<file path="config.mk">
export PLATFORM = sky130hd
export DESIGN_NAME = nac_link_codec
export DESIGN_NICKNAME = d
export VERILOG_FILES = /design/src/rtl/nac_pkg.sv /design/src/rtl/nac_parity_gen.sv /design/src/rtl/nac_encoder.sv /design/src/rtl/nac_decoder.sv /design/src/rtl/nac_link_codec.sv
export SDC_FILE = /design/constraint.sdc
export NUM_CORES = 1
export LEC_CHECK = 0
export CORE_MARGIN = 4
export CORE_UTILIZATION = 28
export CTS_BUF_LIST = sky130_fd_sc_hd__clkbuf_8
export CTS_CLUSTER_DIAMETER = 50
export DETAILED_ROUTE_END_ITERATION = 8
export PLACE_DENSITY = 0.66
export RECOVER_POWER = 25
export SLEW_MARGIN = 20
export SYNTH_ARGS = -nofsm -noshare
export SYNTH_HDL_FRONTEND = slang
export SYNTH_SLANG_ARGS = --single-unit
</file>
<file path="constraint.sdc">
create_clock -name clk -period 4.3 [get_ports clk]
set_input_delay 0.86 -clock clk [delete_from_list [all_inputs] [get_ports clk]]
set_output_delay 0.86 -clock clk [all_outputs]
set_load 0.1 [all_outputs]
</file>
<file path="src/rtl/nac_pkg.sv">
package nac_pkg;

    typedef enum logic [1:0] {
        LVL_LIGHT  = 2'b00,
        LVL_MEDIUM = 2'b01,
        LVL_STRONG = 2'b10
    } lvl_e;

    // the spare code 11 folds onto the strongest level
    function automatic lvl_e lvl_of(input logic [1:0] code);
        case (code)
            2'b00:   return LVL_LIGHT;
            2'b01:   return LVL_MEDIUM;
            default: return LVL_STRONG;
        endcase
    endfunction

endpackage

</file>
<file path="src/rtl/nac_parity_gen.sv">
module nac_parity_gen #(
    parameter int ROWS = 4,
    parameter int COLS = 8,
    localparam int W   = ROWS * COLS
) (
    input  logic [W-1:0]    word,
    output logic [ROWS-1:0] row_par,
    output logic [COLS-1:0] col_par
);

    for (genvar r = 0; r < ROWS; r++) begin : g_row
        assign row_par[r] = ^word[r*COLS +: COLS];
    end

    always_comb begin
        col_par = '0;
        for (int c = 0; c < COLS; c++) begin
            for (int r = 0; r < ROWS; r++) begin
                col_par[c] = col_par[c] ^ word[r*COLS + c];
            end
        end
    end

endmodule

</file>
<file path="src/rtl/nac_encoder.sv">
module nac_encoder
    import nac_pkg::*;
#(
    parameter int ROWS = 4,
    parameter int COLS = 8,
    localparam int W   = ROWS * COLS
) (
    input  logic [1:0]        level,
    input  logic [W-1:0]      data,
    output logic [2*W-1:0]    wire_data,
    output logic [2*ROWS-1:0] wire_row,
    output logic [2*COLS-1:0] wire_col
);

    lvl_e            lvl;
    logic            row_on;
    logic            col_on;
    logic [ROWS-1:0] row_par;
    logic [COLS-1:0] col_par;

    assign lvl    = lvl_of(level);
    assign row_on = (lvl != LVL_LIGHT);
    assign col_on = (lvl == LVL_STRONG);

    nac_parity_gen #(.ROWS(ROWS), .COLS(COLS)) u_par (
        .word    (data),
        .row_par (row_par),
        .col_par (col_par)
    );

    for (genvar i = 0; i < W; i++) begin : g_dup_data
        assign wire_data[2*i +: 2] = {2{data[i]}};
    end

    for (genvar r = 0; r < ROWS; r++) begin : g_dup_row
        assign wire_row[2*r +: 2] = {2{row_par[r] & row_on}};
    end

    for (genvar c = 0; c < COLS; c++) begin : g_dup_col
        assign wire_col[2*c +: 2] = {2{col_par[c] & col_on}};
    end

endmodule

</file>
<file path="src/rtl/nac_decoder.sv">
module nac_decoder
    import nac_pkg::*;
#(
    parameter int ROWS = 4,
    parameter int COLS = 8,
    localparam int W   = ROWS * COLS
) (
    input  logic              clk,
    input  logic              rst_n,
    input  logic [1:0]        level,
    input  logic              strobe,
    input  logic [2*W-1:0]    wire_data,
    input  logic [2*ROWS-1:0] wire_row,
    input  logic [2*COLS-1:0] wire_col,
    output logic [W-1:0]      data,
    output logic              valid,
    output logic              retx
);

    typedef struct packed {
        logic [W-1:0] data;
        logic         valid;
        logic         retx;
    } dec_st_t;

    dec_st_t st_d, st_q;

    logic [W-1:0]    copy_a, copy_b;
    logic [ROWS-1:0] row_a, row_b, row_calc;
    logic [COLS-1:0] col_a, col_b, col_calc;
    logic            data_bad, row_bad, col_bad, word_bad;
    lvl_e            lvl;

    for (genvar i = 0; i < W; i++) begin : g_split_data
        assign copy_a[i] = wire_data[2*i];
        assign copy_b[i] = wire_data[2*i+1];
    end
    for (genvar r = 0; r < ROWS; r++) begin : g_split_row
        assign row_a[r] = wire_row[2*r];
        assign row_b[r] = wire_row[2*r+1];
    end
    for (genvar c = 0; c < COLS; c++) begin : g_split_col
        assign col_a[c] = wire_col[2*c];
        assign col_b[c] = wire_col[2*c+1];
    end

    nac_parity_gen #(.ROWS(ROWS), .COLS(COLS)) u_par (
        .word    (copy_a),
        .row_par (row_calc),
        .col_par (col_calc)
    );

    assign lvl      = lvl_of(level);
    assign data_bad = |(copy_a ^ copy_b);
    assign row_bad  = |(row_a ^ row_b) | |(row_a ^ row_calc);
    assign col_bad  = |(col_a ^ col_b) | |(col_a ^ col_calc);
    assign word_bad = data_bad
                    | ((lvl != LVL_LIGHT)  & row_bad)
                    | ((lvl == LVL_STRONG) & col_bad);

    always_comb begin
        st_d       = st_q;
        st_d.valid = 1'b0;
        st_d.retx  = 1'b0;
        if (strobe) begin
            if (word_bad) begin
                st_d.retx  = 1'b1;
            end else begin
                st_d.valid = 1'b1;
                st_d.data  = copy_a;
            end
        end
    end

    always_ff @(posedge clk) begin
        if (!rst_n) st_q <= '0;
        else        st_q <= st_d;
    end

    assign data  = st_q.data;
    assign valid = st_q.valid;
    assign retx  = st_q.retx;

endmodule

</file>
<file path="src/rtl/nac_link_codec.sv">
module nac_link_codec #(
    parameter int ROWS = 4,
    parameter int COLS = 8,
    localparam int W   = ROWS * COLS
) (
    input  logic              clk,
    input  logic              rst_n,
    input  logic [1:0]        level,
    input  logic [W-1:0]      tx_data,
    output logic [2*W-1:0]    tx_link_data,
    output logic [2*ROWS-1:0] tx_link_row,
    output logic [2*COLS-1:0] tx_link_col,
    input  logic              rx_strobe,
    input  logic [2*W-1:0]    rx_link_data,
    input  logic [2*ROWS-1:0] rx_link_row,
    input  logic [2*COLS-1:0] rx_link_col,
    output logic [W-1:0]      rx_data,
    output logic              rx_valid,
    output logic              retx_req
);

    nac_encoder #(.ROWS(ROWS), .COLS(COLS)) u_enc (
        .level     (level),
        .data      (tx_data),
        .wire_data (tx_link_data),
        .wire_row  (tx_link_row),
        .wire_col  (tx_link_col)
    );

    nac_decoder #(.ROWS(ROWS), .COLS(COLS)) u_dec (
        .clk       (clk),
        .rst_n     (rst_n),
        .level     (level),
        .strobe    (rx_strobe),
        .wire_data (rx_link_data),
        .wire_row  (rx_link_row),
        .wire_col  (rx_link_col),
        .data      (rx_data),
        .valid     (rx_valid),
        .retx      (retx_req)
    );

endmodule

</file>
# After elaboration in Yosys (flattened, before gate mapping)
# Cells that the tools add are included.
[word_totals] reg_bits=34 mem_bits_rw=0 mem_count=0 latchBits=0 rom_bits=0 word_cells=97
[classes] div_mod_pow=0 n_eq_ne=2 magnitude_cmp=0 addsub=0 muxes=3 reduce_logical=17 mul=0 n_bitwise=72 shifts=0
[op_table] operator="$reduce_xor A8 Y1" n=8
[op_table] operator="$xor A1 B1 Y1" n=48
[op_table] operator="$reduce_or A32 Y1" n=1
[op_table] operator="$xor A32 B32 Y32" n=1
[op_table] operator="$reduce_or A8 Y1" n=2
[op_table] operator="$xor A8 B8 Y8" n=2
[op_table] operator="$and A1 B1 Y1" n=14
[op_table] operator="$reduce_or A4 Y1" n=2
[op_table] operator="$xor A4 B4 Y4" n=2
[op_table] operator="$or A1 B1 Y1" n=4
[op_table] operator="$pmux W2 S2" n=1
[op_table] operator="$reduce_and A2 Y1" n=2
[op_table] operator="$eq A2 B1 Y1 const B" n=1
[op_table] operator="$eq A2 B2 Y1 const B" n=1
[op_table] operator="$logic_not A2 Y1" n=1
[op_table] operator="$mux W1" n=2
[op_table] operator="$reduce_bool A2 Y1" n=1
[op_table] operator="$not A1 Y1" n=1

# Longest topological paths before layout
[depth] word_depth=10 mapped_depth=8

# By module
# From an unflattened synthesis, not the netlist that was laid out.
[unflattened] hier_cells=413 hier_area_um2=3494.6
[modules_own_cells] module="nac_decoder" seq_area_each_um2=680.7 cells_each=220 area_per_inst_um2=1911.8 n_inst=1
[modules_own_cells] module="nac_parity_gen" seq_area_each_um2=0.0 cells_each=52 area_per_inst_um2=455.4 n_inst=2
[modules_own_cells] module="nac_encoder" seq_area_each_um2=0.0 cells_each=89 area_per_inst_um2=671.9 n_inst=1

# Least setup slack after synthesis
# OpenSTA, ideal clock, no wires.
[synth_path] path_kind="input to output" startpoint="in tx_data[7]" endpoint="out tx_link_row[1]" path_stages=5 arrival_ns=3.052 required_time_ns=3.440 setup_slack_ns=0.388 n_path_buf=1 cell_sequence="xor2_1 xnor2_1 xnor2_1 nor2_1 buf_4"
[synth_between] elab_chain_cells=2
[synth_rtl] element="from (decl)" line_no="nac_link_codec.sv:9" source="input logic [W-1:0] tx_data,"
[synth_rtl] element="$reduce_xor A8 Y1" line_no="nac_parity_gen.sv:12" source="assign row_par[r] = ^word[r*COLS +: COLS];"
[synth_rtl] element="$and A1 B1 Y1" line_no="nac_encoder.sv:36" source="assign wire_row[2*r +: 2] = {2{row_par[r] & row_on}};"
[synth_rtl] element="to (decl)" line_no="nac_link_codec.sv:11" source="output logic [2*ROWS-1:0] tx_link_row,"
# Every way passes these cells.

# Final worst setup path
[layout_path] startpoint="in rx_link_data[6]" endpoint="reg u_dec.st_q (netlist bit u_dec.data[10])"
[layout_between] elab_chain_cells=10 word_cells_on_any_way=18 classes_between="bitwise: 13; reduce/logical: 5"
[layout_rtl] element="from (decl)" line_no="nac_link_codec.sv:14" source="input logic [2*W-1:0] rx_link_data,"
[layout_rtl] element="$xor A1 B1 Y1 (3 in a row)" line_no="nac_parity_gen.sv:19" source="col_par[c] = col_par[c] ^ word[r*COLS + c];"
[layout_rtl] element="$xor A8 B8 Y8" line_no="nac_decoder.sv:56" source="assign col_bad = |(col_a ^ col_b) | |(col_a ^ col_calc);"
[layout_rtl] element="$reduce_or A8 Y1" line_no="nac_decoder.sv:56"
[layout_rtl] element="$or A1 B1 Y1" line_no="nac_decoder.sv:56"
[layout_rtl] element="$and A1 B1 Y1" line_no="nac_decoder.sv:59" source="| ((lvl == LVL_STRONG) & col_bad);"
[layout_rtl] element="$or A1 B1 Y1 (*)" line_no="nac_decoder.sv:59"
[layout_rtl] element="$not A1 Y1 (no line) (*)"
[layout_rtl] element="$reduce_and A2 Y1 (no line) (*)"
[layout_rtl] element="to (signal assigned)" line_no="nac_decoder.sv:77" source="else st_q <= st_d;"
[layout_rtl] element="to (decl)" line_no="nac_decoder.sv:26" source="dec_st_t st_d, st_q;"
# Mark *: on every way between the ends. The rest lies on a longest branch, timed or not.
# A chain may end at the register's enable or synchronous reset.

==> impl_metrics.py <==
metrics = {
    "drt": {
        "firstDrtPassIters": 4,
        "finalWirelength_um": 12700,
        "antenna_left": 0,
        "wire_per_inst_um": 17.1,
        "vias_per_cell": 4.27,
        "remaining_drc_errors": 0,
        "vias": 3169,
        "drt_iter0_drc": 135,
    },
    "place": {
        "post-dp-hpwl_um": 11000,
        "io_buffer_count": 246,
        "postPlaceCellArea_um2": 5380,
        "gp_congestion": 0.824,
    },
    "timing": {
        "skew_ps": 0,
        "post-route-period-util_pct": 78.7,
        "min_period_ps": 3380,
        "setup_viol": 0,
        "hold_violations": 0,
        "worst_slew_pin_slew_ps": 1180,
        "rsz0062_at_grt": "no",
        "finalMaxSlewViolations": 0,
        "setup-tns-final_ps": 0,
        "fmax_ghz": 0.296,
        "worst_hold_slack_ps": 459,
        "slew_headroom_pct": 21.5,
    },
    "floorplanning": {
        "die-area_um2": 14600,
        "start_util_pct": 29.1,
        "rows": 40,
        "io_pins": 247,
        "core_area_um2": 12200,
        "fp.dieH_um": 121,
        "die_w_um": 121,
    },
    "cells_and_area": {
        "syn2layout_area_growth_pct": 50.1,
        "nNetsFinal": 699,
        "multi_input_area_um2": 2240,
        "num_antenna_cells": 0,
        "postLayoutCellArea_um2": 5330,
        "drive_gt1_share_pct": 11.0,
        "seq_area_um2": 681,
        "fillers": 1260,
    },
    "yosys": {
        "async_flop_share_pct": 0,
        "synthTopCellsByArea": "xnor2_1 19%, dfxtp_1 19%, buf_4 16%",
        "syn_area_per_cell_um2": 8.75,
        "synth_flop_cell": "dfxtp_1",
        "synth_seq_cells": 34,
        "synthAdderAreaFrac_pct": 0,
        "synthMuxAreaShare_pct": 9.30,
        "synth_compound_area_share_pct": 0.810,
        "synthSimpleGateAreaFrac_pct": 12.7,
        "ys_seq_area_share_pct": 19.2,
        "synth_common_cells": "78 x xnor2_1, 76 x buf_4, 65 x nand2_1",
        "yosys.area.top_type": "xnor2_1",
        "netlist.area_leader.share_pct": 19.2,
        "ys_types": 21,
        "post-synth-top-count-cell": "xnor2_1",
        "synth_warnings": 0,
        "synth_enable_flop_cells": 0,
        "synthCells": 406,
        "synth_area_um2": 3550,
        "synth_fp_nets": 531,
        "synth_top_family_by_area": "XOR/XNOR gates",
        "synth_xor_area_share_pct": 40.2,
    },
    "min_path": {
        "hp-class": "reg2reg",
    },
    "global_routing": {
        "grtUsageTotal_pct": 16.9,
        "antenna_found_initial": 0,
        "grt_max_degree": 67,
        "grt_pass1_vias": 3498,
        "overflow": 0,
        "grt_pass1_wl_um": 19200,
    },
    "setup_path": {
        "crit_cells": 9,
        "crit_buf_inv": 2,
        "cp.arrival_ps": 3530,
        "cp.required_ps": 4450,
        "crit_type": "in2reg",
        "slowest_delay_ps": 590,
        "cp-startpoint": "rx_link_data[6]",
        "reg2reg_setup_slack_ps": 3620,
        "crit_end": "u_dec.data[10]",
        "r2r_start": "u_dec.data[10]",
        "reg2reg_to": "u_dec.data[10]",
        "critPathLaunchType": "primary input",
        "path_delay_family": "buffers and inverters",
        "endpoint_kind": "flip-flop",
        "critPathSlowestCell": "clkdlybuf4s50_1",
        "ff2ff_path_depth": 2,
        "crit_path_max_fanout": 32,
        "worstPathCellList": "clkdlybuf4s50_1 -> xor2_1 -> xnor3_1 -> xnor2_1 -> nand4_1 -> o41ai_2 -> nand3_2 -> buf_4 -> mux2i_1",
    },
    "job": {
        "cap_violations": 0,
    },
    "cts": {
        "cts-root-buf": "clkbuf_8",
        "cts_setup_buffers": 0,
        "cts.sinks": 34,
        "clock_latency_ps": 290,
        "cts.path.max_buffers": 2,
        "cts-htree-levels": 2,
        "cts_hold_buf": 0,
        "cts_buffers": 5,
        "cts_tree": "built",
        "path_clk_slew_ps": 70,
        "cts_resized": 0,
    },
    "pwr": {
        "power.density_nw_per_um2": 317,
        "p_leak_nw": 2.27,
        "vdd_drop_max_uv": 607,
    },
    "outcome": {
        "status": "completed",
    },
}
-- sequential cells by signal (all words and copies together), names as in the netlist --
register and count:
u_dec.valid 1, u_dec.retx 1, u_dec.data 32
-- cell type report --
| cell class | count | share of cell area (%) |
|---|---|---|
| Clock buffer | 6 | 1.55 |
| Clock inverter | 2 | 0.164 |
| Multi-Input combinational cell | 285 | 42.0 |
| Sequential cell | 34 | 12.8 |
| Tap cell | 168 | 3.94 |
| Timing Repair Buffer | 248 | 39.6 |
-- cells by family (layout without fill, tap and decap cells) --
logic type	Yosys count	in the layout
AOI/OAI and AO/OA	3	3
xor gates and xnor gates	149	149
buffers and inverters	87	256
DFF	34	34
muxes	33	33
and+or+nand+nor	100	100
-- how the worst min path moves through the flow --
stage,startpoint,endpoint,cells past startpoint
6_report,u_dec.data[12],u_dec.data[12],2
3_5_place_dp,u_dec.data[12],u_dec.data[12],2
3_3_place_gp,u_dec.data[6],u_dec.data[6],2
2_1_floorplan,u_dec.data[10],u_dec.data[10],2
5_1_grt,u_dec.data[9],u_dec.data[9],2
4_1_cts,u_dec.data[12],u_dec.data[12],2
-- worst min-delay path, delay by kind of cell, from the launching register on --
family / cells / cell delay [ps]
simple gates: 1 / 50
mux: 1 / 50
flops: 1 / 310
-- metal layers --
layer	share of wire, %	up-vias	wire [µm]	GRT usage [%]
met5	0	-	0	0
met4	0.63	0	80	2.55
met3	7.0	9	894	3.70
met2	51	142	6470	30.9
met1	41	1453	5260	20.5
li1	-	1565	-	-
-- where the power goes --
group          internal [mW]  switching, mW  total [mW]  leakage [nW]
clock network          0.127          0.124       0.251        0.0524
registers              0.315       0.000107       0.315         0.274
logic                  0.323          0.801        1.12          1.95
total                  0.765          0.926        1.69          2.27
-- through the flow --
stage / instances / power [mW] / util [%] / worst slack, ps
6_report: 743 / 1.69 / 43.7 / 916
5_1_grt: 743 / 1.75 / 43.7 / 730
4_1_cts: 743 / 1.72 / 44.8 / 891
3_5_place_dp: 735 / 1.47 / 44.1 / 581
3_3_place_gp: 735 / 1.46 / 44.1 / 687
2_1_floorplan: 406 / 1.21 / - / 388
-- cell usage in the layout, fill, tap and decap left out, drive strengths merged, types with 2 or more instances in the layout --
master,instances
nand4,5
buf,53
clkdlybuf4s50,156
nor3,2
dfxtp,34
mux2i,33
xnor3,9
nand2,65
and2,9
nor2,6
xnor2,78
xor2,62
clkbuf,44
nand3,2
nor4,9
Power figures use the tool's default switching activity.
